--- src/rtl/td_status_pkg.sv ---
package td_status_pkg;
   localparam int ST_W   = 8;
   localparam int RES_W  = 4;
   localparam int SPD_W  = 2;

   localparam int B_ACT  = 7;
   localparam int B_HLT  = 6;
   localparam int B_DBE  = 5;
   localparam int B_BAB  = 4;
   localparam int B_XER  = 3;
   localparam int B_MMF  = 2;

   localparam logic [SPD_W-1:0] SPD_FULL = 2'b00;
   localparam logic [SPD_W-1:0] SPD_LOW  = 2'b01;
   localparam logic [SPD_W-1:0] SPD_HIGH = 2'b10;

   localparam logic [RES_W-1:0] RES_OK       = 4'd0;
   localparam logic [RES_W-1:0] RES_STALL    = 4'd1;
   localparam logic [RES_W-1:0] RES_BABBLE   = 4'd2;
   localparam logic [RES_W-1:0] RES_TIMEOUT  = 4'd3;
   localparam logic [RES_W-1:0] RES_CRC      = 4'd4;
   localparam logic [RES_W-1:0] RES_BADPID   = 4'd5;
   localparam logic [RES_W-1:0] RES_OVERRUN  = 4'd6;
   localparam logic [RES_W-1:0] RES_UNDERRUN = 4'd7;
   localparam logic [RES_W-1:0] RES_MISSED   = 4'd8;

   typedef struct packed {
      logic ok;
      logic stall;
      logic babble;
      logic xact;
      logic overrun;
      logic underrun;
      logic missed;
   } evt_t;
endpackage

--- src/rtl/td_result_decode.sv ---
module td_result_decode
   import td_status_pkg::*;
#(
   parameter bit SPLIT_QUALIFY = 1'b1
) (
   input  logic             valid,
   input  logic [RES_W-1:0] code,
   input  logic [SPD_W-1:0] speed,
   input  logic             periodic,
   output evt_t             evt
);
   logic split_ok;

   generate
      if (SPLIT_QUALIFY) begin : g_split_qual
         assign split_ok = periodic && ((speed == SPD_FULL) || (speed == SPD_LOW));
      end else begin : g_split_any
         logic unused_ctx;
         assign unused_ctx = ^{speed, periodic};
         assign split_ok   = 1'b1;
      end
   endgenerate

   always_comb begin
      evt = '0;
      if (valid) begin
         unique case (code)
            RES_OK:       evt.ok       = 1'b1;
            RES_STALL:    evt.stall    = 1'b1;
            RES_BABBLE:   evt.babble   = 1'b1;
            RES_TIMEOUT,
            RES_CRC,
            RES_BADPID:   evt.xact     = 1'b1;
            RES_OVERRUN:  evt.overrun  = 1'b1;
            RES_UNDERRUN: evt.underrun = 1'b1;
            RES_MISSED:   evt.missed   = split_ok;
            default:      evt          = '0;
         endcase
      end
   end
endmodule

--- src/rtl/td_cerr_step.sv ---
module td_cerr_step #(
   parameter int CERR_W = 2
) (
   input  logic [CERR_W-1:0] cur,
   input  logic              dec,
   output logic [CERR_W-1:0] nxt,
   output logic              exhausted
);
   localparam logic [CERR_W-1:0] ONE  = CERR_W'(1);
   localparam logic [CERR_W-1:0] ZERO = '0;

   always_comb begin
      nxt       = cur;
      exhausted = 1'b0;
      if (dec && (cur != ZERO)) begin
         nxt       = cur - ONE;
         exhausted = (cur == ONE);
      end
   end
endmodule

--- src/rtl/td_status_merge.sv ---
module td_status_merge
   import td_status_pkg::*;
(
   input  logic [ST_W-1:0] cur_st,
   input  evt_t            evt,
   input  logic            last,
   input  logic            exhausted,
   output logic [ST_W-1:0] nxt_st,
   output logic            halt,
   output logic            retire,
   output logic            abort
);
   logic active;
   assign active = cur_st[B_ACT];

   always_comb begin
      nxt_st = cur_st;
      halt   = 1'b0;
      retire = 1'b0;
      abort  = 1'b0;
      if (active) begin
         if (evt.stall)  nxt_st[B_HLT] = 1'b1;
         if (evt.babble) begin
            nxt_st[B_BAB] = 1'b1;
            nxt_st[B_HLT] = 1'b1;
         end
         if (evt.xact) begin
            nxt_st[B_XER] = 1'b1;
            if (exhausted) nxt_st[B_HLT] = 1'b1;
         end
         if (evt.overrun || evt.underrun) nxt_st[B_DBE] = 1'b1;
         if (evt.missed) nxt_st[B_MMF] = 1'b1;
         halt   = evt.stall || evt.babble || (evt.xact && exhausted);
         retire = evt.ok && last;
         abort  = evt.overrun;
         if (halt || retire) nxt_st[B_ACT] = 1'b0;
      end
   end
endmodule

--- src/rtl/td_status_updater.sv ---
module td_status_updater
   import td_status_pkg::*;
#(
   parameter int CERR_W        = 2,
   parameter bit SPLIT_QUALIFY = 1'b1
) (
   input  logic              clk,
   input  logic              rst_n,
   input  logic              sw_load,
   input  logic [7:0]        sw_status,
   input  logic [CERR_W-1:0] sw_cerr,
   input  logic              txn_valid,
   input  logic [3:0]        txn_result,
   input  logic              txn_last,
   input  logic [1:0]        ep_speed,
   input  logic              periodic,
   output logic [7:0]        status,
   output logic [CERR_W-1:0] cerr,
   output logic              halt_pulse,
   output logic              retire_pulse,
   output logic              force_timeout
);
   generate
      if (CERR_W < 1 || CERR_W > 8) begin : g_bad_cerr
         $error("CERR_W must lie in 1..8");
      end
   endgenerate

   logic [ST_W-1:0]   status_q;
   logic [CERR_W-1:0] cerr_q;
   logic              halt_q, retire_q, abort_q;
   evt_t              evt;
   logic [CERR_W-1:0] cerr_nxt;
   logic              exhausted;
   logic [ST_W-1:0]   st_nxt;
   logic              halt_c, retire_c, abort_c;

   td_result_decode #(.SPLIT_QUALIFY(SPLIT_QUALIFY)) u_dec (
      .valid(txn_valid), .code(txn_result), .speed(ep_speed),
      .periodic(periodic), .evt(evt)
   );

   td_cerr_step #(.CERR_W(CERR_W)) u_cerr (
      .cur(cerr_q), .dec(evt.xact && status_q[B_ACT]),
      .nxt(cerr_nxt), .exhausted(exhausted)
   );

   td_status_merge u_merge (
      .cur_st(status_q), .evt(evt), .last(txn_last), .exhausted(exhausted),
      .nxt_st(st_nxt), .halt(halt_c), .retire(retire_c), .abort(abort_c)
   );

   always_ff @(posedge clk) begin
      if (!rst_n) begin
         status_q <= '0;
         cerr_q   <= '0;
         halt_q   <= 1'b0;
         retire_q <= 1'b0;
         abort_q  <= 1'b0;
      end else if (sw_load) begin
         status_q <= sw_status;
         cerr_q   <= sw_cerr;
         halt_q   <= 1'b0;
         retire_q <= 1'b0;
         abort_q  <= 1'b0;
      end else begin
         status_q <= st_nxt;
         cerr_q   <= status_q[B_ACT] ? cerr_nxt : cerr_q;
         halt_q   <= halt_c;
         retire_q <= retire_c;
         abort_q  <= abort_c;
      end
   end

   assign status        = status_q;
   assign cerr          = cerr_q;
   assign halt_pulse    = halt_q;
   assign retire_pulse  = retire_q;
   assign force_timeout = abort_q;

   AST_HALT_DROPS_ACTIVE: assert property (@(posedge clk) disable iff (!rst_n)
      halt_q |-> (status_q[B_HLT] && !status_q[B_ACT]));
   AST_IDLE_FROZEN: assert property (@(posedge clk) disable iff (!rst_n)
      (!sw_load && !status_q[B_ACT]) |=> ($stable(status_q) && $stable(cerr_q) && !halt_q));
   AST_BABBLE_HALTS: assert property (@(posedge clk) disable iff (!rst_n)
      (!sw_load && status_q[B_ACT] && !status_q[B_BAB]) |=> (status_q[B_BAB] -> status_q[B_HLT]));
   AST_CERR_NEVER_UP: assert property (@(posedge clk) disable iff (!rst_n)
      !sw_load |=> (cerr_q <= $past(cerr_q)));
   AST_ABORT_HAS_DBE: assert property (@(posedge clk) disable iff (!rst_n)
      abort_q |-> status_q[B_DBE]);
   AST_STICKY_HOLD: assert property (@(posedge clk) disable iff (!rst_n)
      !sw_load |=> ((status_q[B_DBE] >= $past(status_q[B_DBE])) && (status_q[B_XER] >= $past(status_q[B_XER])) && (status_q[B_MMF] >= $past(status_q[B_MMF]))));
   AST_LOW_BITS_KEPT: assert property (@(posedge clk) disable iff (!rst_n)
      !sw_load |=> $stable(status_q[1:0]));
   AST_RETIRE_CLEAN: assert property (@(posedge clk) disable iff (!rst_n)
      retire_q |-> (!status_q[B_ACT] && !status_q[B_HLT] && !halt_q));
   AST_LOAD_QUIET: assert property (@(posedge clk) disable iff (!rst_n)
      sw_load |=> (!halt_q && !retire_q && !abort_q));
endmodule

--- config.mk ---
export PLATFORM = sky130hd
export DESIGN_NAME = td_status_updater
export DESIGN_NICKNAME = d
export VERILOG_FILES = /design/src/rtl/td_status_pkg.sv /design/src/rtl/td_result_decode.sv /design/src/rtl/td_cerr_step.sv /design/src/rtl/td_status_merge.sv /design/src/rtl/td_status_updater.sv
export SDC_FILE = /design/constraint.sdc
export NUM_CORES = 1
export LEC_CHECK = 0
export ABC_AREA = 0
export BUFFER_PORTS_ARGS = -buffer_cell sky130_fd_sc_hd__buf_2
export CORE_MARGIN = 2
export CORE_UTILIZATION = 30
export CTS_BUF_LIST = sky130_fd_sc_hd__clkbuf_8 sky130_fd_sc_hd__clkbuf_16
export CTS_CLUSTER_DIAMETER = 120
export DETAILED_ROUTE_END_ITERATION = 10
export PLACE_DENSITY = 0.6
export SETUP_SLACK_MARGIN = 0.02
export SKIP_CTS_REPAIR_TIMING = 1
export SLEW_MARGIN = 40
export SYNTH_ARGS = -nofsm -noshare
export SYNTH_HDL_FRONTEND = slang
export SYNTH_SLANG_ARGS = --single-unit
--- constraint.sdc ---
create_clock -name clk -period 1.5 [get_ports clk]
set_input_delay 0 -clock clk [delete_from_list [all_inputs] [get_ports clk]]
set_output_delay 0 -clock clk [all_outputs]
set_load 0.005 [all_outputs]
==> metrics.yaml, run 1 <==
global_routing:
  grt_util_all_layers_pct: 12.99
  grt_pass1_vias: 590
  antenna_found_initial: 0
  grt_max_degree: 16
  grt_remaining_overflow: 0
  grt_first_pass_wirelength_mm: 2.456
timing:
  tightest_slew_ns: 0.2703
  setup_viol: 0
  hold-worst-slack_ns: -0.001297
  slew_headroom_pct: 81.96
  slew_violations: 0
  hold_viol: 1
  fmax_mhz: 731.7
  fin_crit_sh_pct: 91.11
  worst_slack_ns: 0.1333
  tns_ns: 0
  rsz0062_at_grt: "false"
  skew_ns: 0.0002165
  post-route-min-period_ns: 1.367
power_and_ir_drop:
  power_mw: 0.7883
  sw_frac_of_total_pct: 23.55
  p_per_area_nw_per_um2: 891.1
  irDropWorstVdd_uv: 485.6
  power.clock.fraction_pct: 37.9
  p_seq_share_pct: 47.4
  p_leak_nw: 0.4193
  power_frac_comb_pct: 14.7
  power_switching_mw: 0.1857
  p_int_mw: 0.6026
critical_path:
  slowest_stage: "dfxtp_1"
  cp_max_fo: 5
  start_kind: "register"
  path_delay_family: "flip-flops"
  critical_path_class: "reg2reg"
  critPathBufInv: 1
  critPathMaxStageDelay_ns: 0.40
  cp.required_ns: 1.63
  cp_cell_sequence: "inv_1, ha_1, and3b_1, o2111ai_1, a32o_1"
  critPathCaptureType: "register"
  crit_arrival_ns: 1.50
placement:
  place_area_um2: 839.6
  gp_congestion: 0.7703
  io_buffer_count: 33
  placed_cells: 131
  post-place-ws_ns: 0.1389
  dp_hpwl_mm: 1.168
route:
  drtIter0Drc: 6
  drt_first_pass_iters: 3
  drt-total-wl_mm: 1.479
  num_vias: 656
  vias_per_cell: 4.859
  drc: 0
  wl_per_cell_um: 10.96
  ant_nets: 0
cts:
  root_buffer: "clkbuf_8"
  clk_latency_ns: 0.24
  htree_levels: 1
  cts_tree: "done"
  clockBufferDepth: 2
  numCtsBuffers: 3
  clk_pin_slew_ns: 0.05
  clock-sinks: 13
logic_synthesis:
  syn_nets: 96
  synth-edff-count: 0
  syn_area_per_cell_um2: 8.915
  synthCells: 72
  synth_area_um2: 641.9
  ys.warnings.count: 0
  synth_ff_type: "dfxtp_1"
  synth_top_area_share_pct: 40.55
  yosys.area.top_type: "dfxtp_1"
  ys_seq_area_share_pct: 40.55
  yosys-top-cells-area: "dfxtp_1 41%, o21ai_0 4.7%, nor2_1 4.1%, and3b_1 4.1%, ha_1 3.9%"
  ys_types: 28
  ys_ff_latch: 13
  postSynth.asyncResetShare_pct: 0
floorplan:
  die-width_um: 50.26
  start_util_pct: 32.39
  die_y_um: 50.26
  core_um2: 1982
  io_pins: 35
  rows: 16
  dieArea_um2: 2526
run_status:
  violations: "hold timing"
  status: "finished with violations"
final_layout:
  final_cell_mix: "33 x buf_2, 13 x dfxtp_1, 7 x nor2_1"
  layout_commonest_cell: "buf_2"
  stdcell_area_um2: 884.6
  drive_above_1_share_pct: 36.11
  area_growth_pct: 37.82
  antenna_cells: 0
  stdcell_count: 135
  postLayoutCoreUtil_pct: 44.63
  layout.nets: 133
job:
  cap_violations: 0
hold_path:
  hold_class: "in2reg"
## tightest hold or removal path, stage by stage
cell,delay [ns]
buf_2,0.07
o21ai_0,0.06
nor2_1,0.07
## synth_stat cells (2+ instances only)
library cell and instances:
dfxtp_1 13, and2b_1 2, nor2b_1 2, mux2i_1 2
o2111ai_1 2, nand3_1 5, nor2_1 7, and3b_1 3
nand2_1 2, a21oi_1 4, inv_1 3, o21ai_0 6
o211ai_1 3, a31oi_1 3, ha_1 2
## area by class of cell
type,instances,area (um2)
flip-flops and latches,13,260.3
multi-input cells,54,361.6
well taps,27,33.78
clock inverters,1,3.754
clock buffers,3,41.29
inverters,3,11.26
repair buffers,34,172.7
fillers,209,1097
## cells by family after synthesis
group / synth area share (%)
flops: 40.55
mux: 4.873
buf+inv: 3.117
compound gates: 21.05
simple gates: 26.51
fa+ha+maj: 3.898
## power by group through the flow
stage	logic, mW	registers, mW	clock network (mW)
after CTS	0.118	0.374	0.309
after detailed placement	0.117	0.381	0
after global routing	0.132	0.376	0.337
final	0.116	0.374	0.298
after global placement	0.115	0.380	0
after floorplan	0.0545	0.382	0
## worst paths after layout
| check | depth (start not counted) | slack (ns) | to | start |
|---|---|---|---|---|
| worst max-delay path | 5 | 0.13 | status[7] | cerr[0] |
| worst min-delay path | 3 | -0.001 | status[2] | sw_status[2] |
| worst max register to register | 5 | 0.13 | status[7] | cerr[0] |
| worst min register to register | 2 | 0.48 | status[2] | status[2] |
## metal layers
layer / global-route usage (%) / wire length, um / vias up
li1: - / - / 342
met1: 17.50 / 712 / 286
met2: 18.86 / 621 / 24
met3: 4.167 / 120 / 4
met4: 5.556 / 24 / 0
met5: 0 / 0 / -
## state kept, by name, indices dropped and copies added (netlist names)
signal	count
status	8
halt_pulse	1
force_timeout	1
retire_pulse	1
cerr	2
Note: power is estimated with default switching activity, not from simulation.
==> run 2, diff against run 1 <==
Settings changed: CTS_BUF_LIST sky130_fd_sc_hd__clkbuf_8 sky130_fd_sc_hd__clkbuf_16 to default, PLACE_DENSITY 0.6 to default, PLACE_DENSITY_LB_ADDON from default to 0.05.
==> metrics.yaml, run 2 (same netlist as run 1, synthesis figures left out) <==
run_status:
  status: "finished with violations"
  violations: "hold timing"
floorplan:
  io_pins: 35
  dieArea_um2: 2526
  die_y_um: 50.26
  rows: 16
  die-width_um: 50.26
  core_um2: 1982
  start_util_pct: 32.39
timing:
  slew_violations: 0
  tns_ns: 0
  hold-worst-slack_ns: -0.02083
  slew_headroom_pct: 75.17
  setup_viol: 0
  hold_viol: 4
  rsz0062_at_grt: "false"
  post-route-min-period_ns: 1.344
  tightest_slew_ns: 0.3696
  fmax_mhz: 744.0
  worst_slack_ns: 0.1559
  skew_ns: 0.001026
  fin_crit_sh_pct: 89.61
final_layout:
  area_growth_pct: 43.27
  antenna_cells: 0
  register_area_um2: 261.5
  multi_input_area_um2: 361.6
  layout_commonest_cell: "buf_2"
  largest_reg_flops: 8
  drive_above_1_share_pct: 34.51
  postLayoutCoreUtil_pct: 46.40
  num-fill-cells: 199
  final_cell_mix: "33 x buf_2, 12 x dfxtp_1, 7 x nor2_1"
  layout.nets: 138
job:
  cap_violations: 0
cts:
  clk_pin_slew_ns: 0.08
  clockBufferDepth: 2
  cts_tree: "done"
  clk_latency_ns: 0.27
  numCtsBuffers: 3
  htree_levels: 1
  clock-sinks: 13
  root_buffer: "clkbuf_4"
critical_path:
  cp.required_ns: 1.67
  cp_max_fo: 5
  start_kind: "register"
  r2r_cells: 5
  worst-path-stages: 5
  cp_cell_sequence: "inv_1, ha_1, and3b_1, o2111ai_1, a32o_1"
  critPathCaptureType: "register"
  r2r-end: "status[7]"
  critPathMaxStageDelay_ns: 0.38
  slowest_stage: "dfxtp_2"
  r2r_start: "cerr[0]"
  critPathBufInv: 1
  critical_path_class: "reg2reg"
  reg2reg_slack_ns: 0.16
  crit_arrival_ns: 1.51
  path_delay_family: "compound AO/OA/AOI/OAI gates"
  crit_start: "cerr[0]"
global_routing:
  grt_max_degree: 16
  grt_remaining_overflow: 0
  antenna_found_initial: 0
  grt_pass1_vias: 536
  grt_util_all_layers_pct: 12.16
  grt_first_pass_wirelength_mm: 2.325
hold_path:
  min_to: "cerr[0]"
  min_path_cells: 3
  hold_class: "in2reg"
  hp-start: "sw_cerr[0]"
placement:
  dp_hpwl_mm: 1.170
  post-place-ws_ns: 0.1070
  io_buffer_count: 33
  gp_congestion: 0.7565
route:
  drc: 0
  num_vias: 659
  drt-total-wl_mm: 1.605
  drt_first_pass_iters: 4
  wl_per_cell_um: 11.46
  drtIter0Drc: 4
  vias_per_cell: 4.707
  ant_nets: 0
power_and_ir_drop:
  irDropWorstVdd_uv: 305.8
  p_per_area_nw_per_um2: 782.5
  power_mw: 0.7196
  p_leak_nw: 0.4275
==> run 2: where the power goes <==
part | switching [mW] | internal, mW | leakage, nW
clock | 0.117 | 0.103 | 0.0150
combinational | 0.0586 | 0.0681 | 0.305
sequential | 0.0109 | 0.363 | 0.107
total | 0.186 | 0.534 | 0.427
==> run 2: metrics by stage <==
step           std cells  cell area, um2
6_report             140           919.6
5_1_grt              140           919.6
4_1_cts              134           858.3
3_5_place_dp         130           832.0
3_3_place_gp         130           832.0
2_1_floorplan         72           641.9
==> run 2: worst max path at each step <==
stage,end
after CTS,status[7]
final,status[7]
after global placement,status[7]
after floorplan,status[7]
after global routing,status[7]
after detailed placement,status[7]
==> run 2: tightest hold or removal path: stages <==
cell,delay (ns)
buf_2,0.07
nand3_1,0.06
o211ai_1,0.08
==> run 2: layout make-up <==
cell class,instances,share of cell area [%]
multi-input cells,54,39.32
clock buffers,4,2.857
repair buffers,39,24.49
flip-flops and latches,13,28.44
inverters,3,1.224
well taps,27,3.673
==> run 2: layer usage <==
metal | vias to the layer above | part of all wire [%] | track usage (%)
met1 | 288 | 45 | 15.41
met2 | 18 | 49 | 19.30
met4 | 0 | 0 | 5.556
met3 | 0 | 5.7 | 2.976
li1 | 353 | - | -
met5 | - | 0 | 0
==> run 3, diff against run 2 <==
Clock period 1.5 ns to 1.7 ns, I/O delays scaled along.
==> metrics.yaml, run 3 (same netlist as run 1, synthesis figures left out) <==
cts:
  clk_pin_slew_ns: 0.09
  clock-sinks: 13
  root_buffer: "clkbuf_4"
  clockBufferDepth: 2
  numCtsBuffers: 3
  clk_latency_ns: 0.27
  cts_tree: "done"
  htree_levels: 1
final_layout:
  layout.nets: 137
  layout_commonest_cell: "buf_2"
  final_cell_mix: "33 x buf_2, 13 x dfxtp_1, 7 x nor2_1"
  largest_reg_flops: 8
  drive_above_1_share_pct: 33.93
  antenna_cells: 0
  area_growth_pct: 41.52
  stdcell_count: 139
floorplan:
  core_um2: 1982
  start_util_pct: 32.39
  io_pins: 35
  die-width_um: 50.26
  dieArea_um2: 2526
  rows: 16
  die_y_um: 50.26
placement:
  gp_congestion: 0.7467
  post-place-ws_ns: 0.3259
  io_buffer_count: 33
  dp_hpwl_mm: 1.161
  placed_cells: 130
critical_path:
  critical_path_class: "reg2reg"
  cp_max_fo: 5
  r2r-end: "status[7]"
  slowest_stage: "dfxtp_1"
  cp.required_ns: 1.88
  critPathCaptureType: "register"
  critPathMaxStageDelay_ns: 0.41
  r2r_start: "cerr[0]"
  crit_arrival_ns: 1.56
  cp_cell_sequence: "inv_1, ha_1, and3b_1, o2111ai_1, a32o_1"
  start_kind: "register"
  r2r_cells: 5
  reg2reg_slack_ns: 0.31
power_and_ir_drop:
  sw_frac_of_total_pct: 26.08
  power_frac_comb_pct: 17.4
  power_switching_mw: 0.1654
  p_seq_share_pct: 51.9
  p_leak_nw: 0.4229
  power.clock.fraction_pct: 30.7
  p_int_mw: 0.4688
  p_per_area_nw_per_um2: 698.2
  irDropWorstVdd_uv: 367.5
run_status:
  violations: "hold timing"
  status: "finished with violations"
route:
  vias_per_cell: 4.727
  drt-total-wl_mm: 1.605
  num_vias: 657
  wl_per_cell_um: 11.55
  ant_nets: 0
  drc: 0
  drt_first_pass_iters: 3
  drtIter0Drc: 5
timing:
  rsz0062_at_grt: "false"
  hold-worst-slack_ns: -0.01046
  hold_viol: 3
  worst_slack_ns: 0.3146
  setup_viol: 0
  fmax_mhz: 721.8
  slew_violations: 0
  slew_headroom_pct: 76.08
  post-route-min-period_ns: 1.385
  tns_ns: 0
  skew_ns: 0.009591
  fin_crit_sh_pct: 81.50
  tightest_slew_ns: 0.3561
global_routing:
  antenna_found_initial: 0
  grt_first_pass_wirelength_mm: 2.394
  grt_util_all_layers_pct: 12.58
  grt_remaining_overflow: 0
  grt_max_degree: 16
  grt_pass1_vias: 552
job:
  cap_violations: 0
hold_path:
  hold_class: "in2reg"
  min_path_cells: 3
  hp-start: "sw_status[1]"
  min_to: "status[1]"
run 3: critical path: cells and delay by family, from the launching register on:
kind,cells,cell delay (ns)
fa+ha+maj,1,0.19
flops,1,0.41
compound gates,2,0.42
simple gates,1,0.21
buf+inv,1,0.06
run 3: cell type report:
| class | instances | area, um2 |
|---|---|---|
| inverters | 3 | 11.26 |
| flip-flops and latches | 13 | 260.3 |
| repair buffers | 38 | 215.2 |
| well taps | 27 | 33.78 |
| fillers | 213 | 1074 |
| clock buffers | 4 | 26.28 |
| multi-input cells | 54 | 361.6 |
run 3: per-layer routing:
layer | share of wire, % | track usage, %
met1 | 47 | 15.74
met4 | 0 | 4.167
met3 | 4.9 | 2.976
met2 | 48 | 21.05
met5 | 0 | 0
run 3: worst max-delay path by stage:
stage          cells after the start    start  slack [ns]         to
2_1_floorplan                      5  cerr[0]        0.41  status[7]
3_3_place_gp                       5  cerr[0]        0.33  status[7]
3_5_place_dp                       5  cerr[0]        0.33  status[7]
4_1_cts                            5  cerr[0]        0.31  status[7]
5_1_grt                            5  cerr[0]        0.21  status[7]
6_report                           5  cerr[0]        0.31  status[7]
run 3: metrics by stage:
| step | utilization [%] | instance area, um2 | power (mW) |
|---|---|---|---|
| final | 45.83 | 908.4 | 0.6342 |
| after CTS | 43.31 | 858.3 | 0.6378 |
| after detailed placement | 41.98 | 832.0 | 0.4386 |
| after global routing | 45.83 | 908.4 | 0.6768 |
| after global placement | 41.98 | 832.0 | 0.4375 |
| after floorplan | - | 641.9 | 0.3853 |
run 3: power groups by stage:
| stage | clock network, mW | logic [mW] | registers [mW] |
|---|---|---|---|
| after floorplan | 0 | 0.0481 | 0.337 |
| after global placement | 0 | 0.102 | 0.336 |
| after detailed placement | 0 | 0.102 | 0.336 |
| after CTS | 0.206 | 0.103 | 0.329 |
| after global routing | 0.222 | 0.124 | 0.331 |
| final | 0.195 | 0.110 | 0.329 |
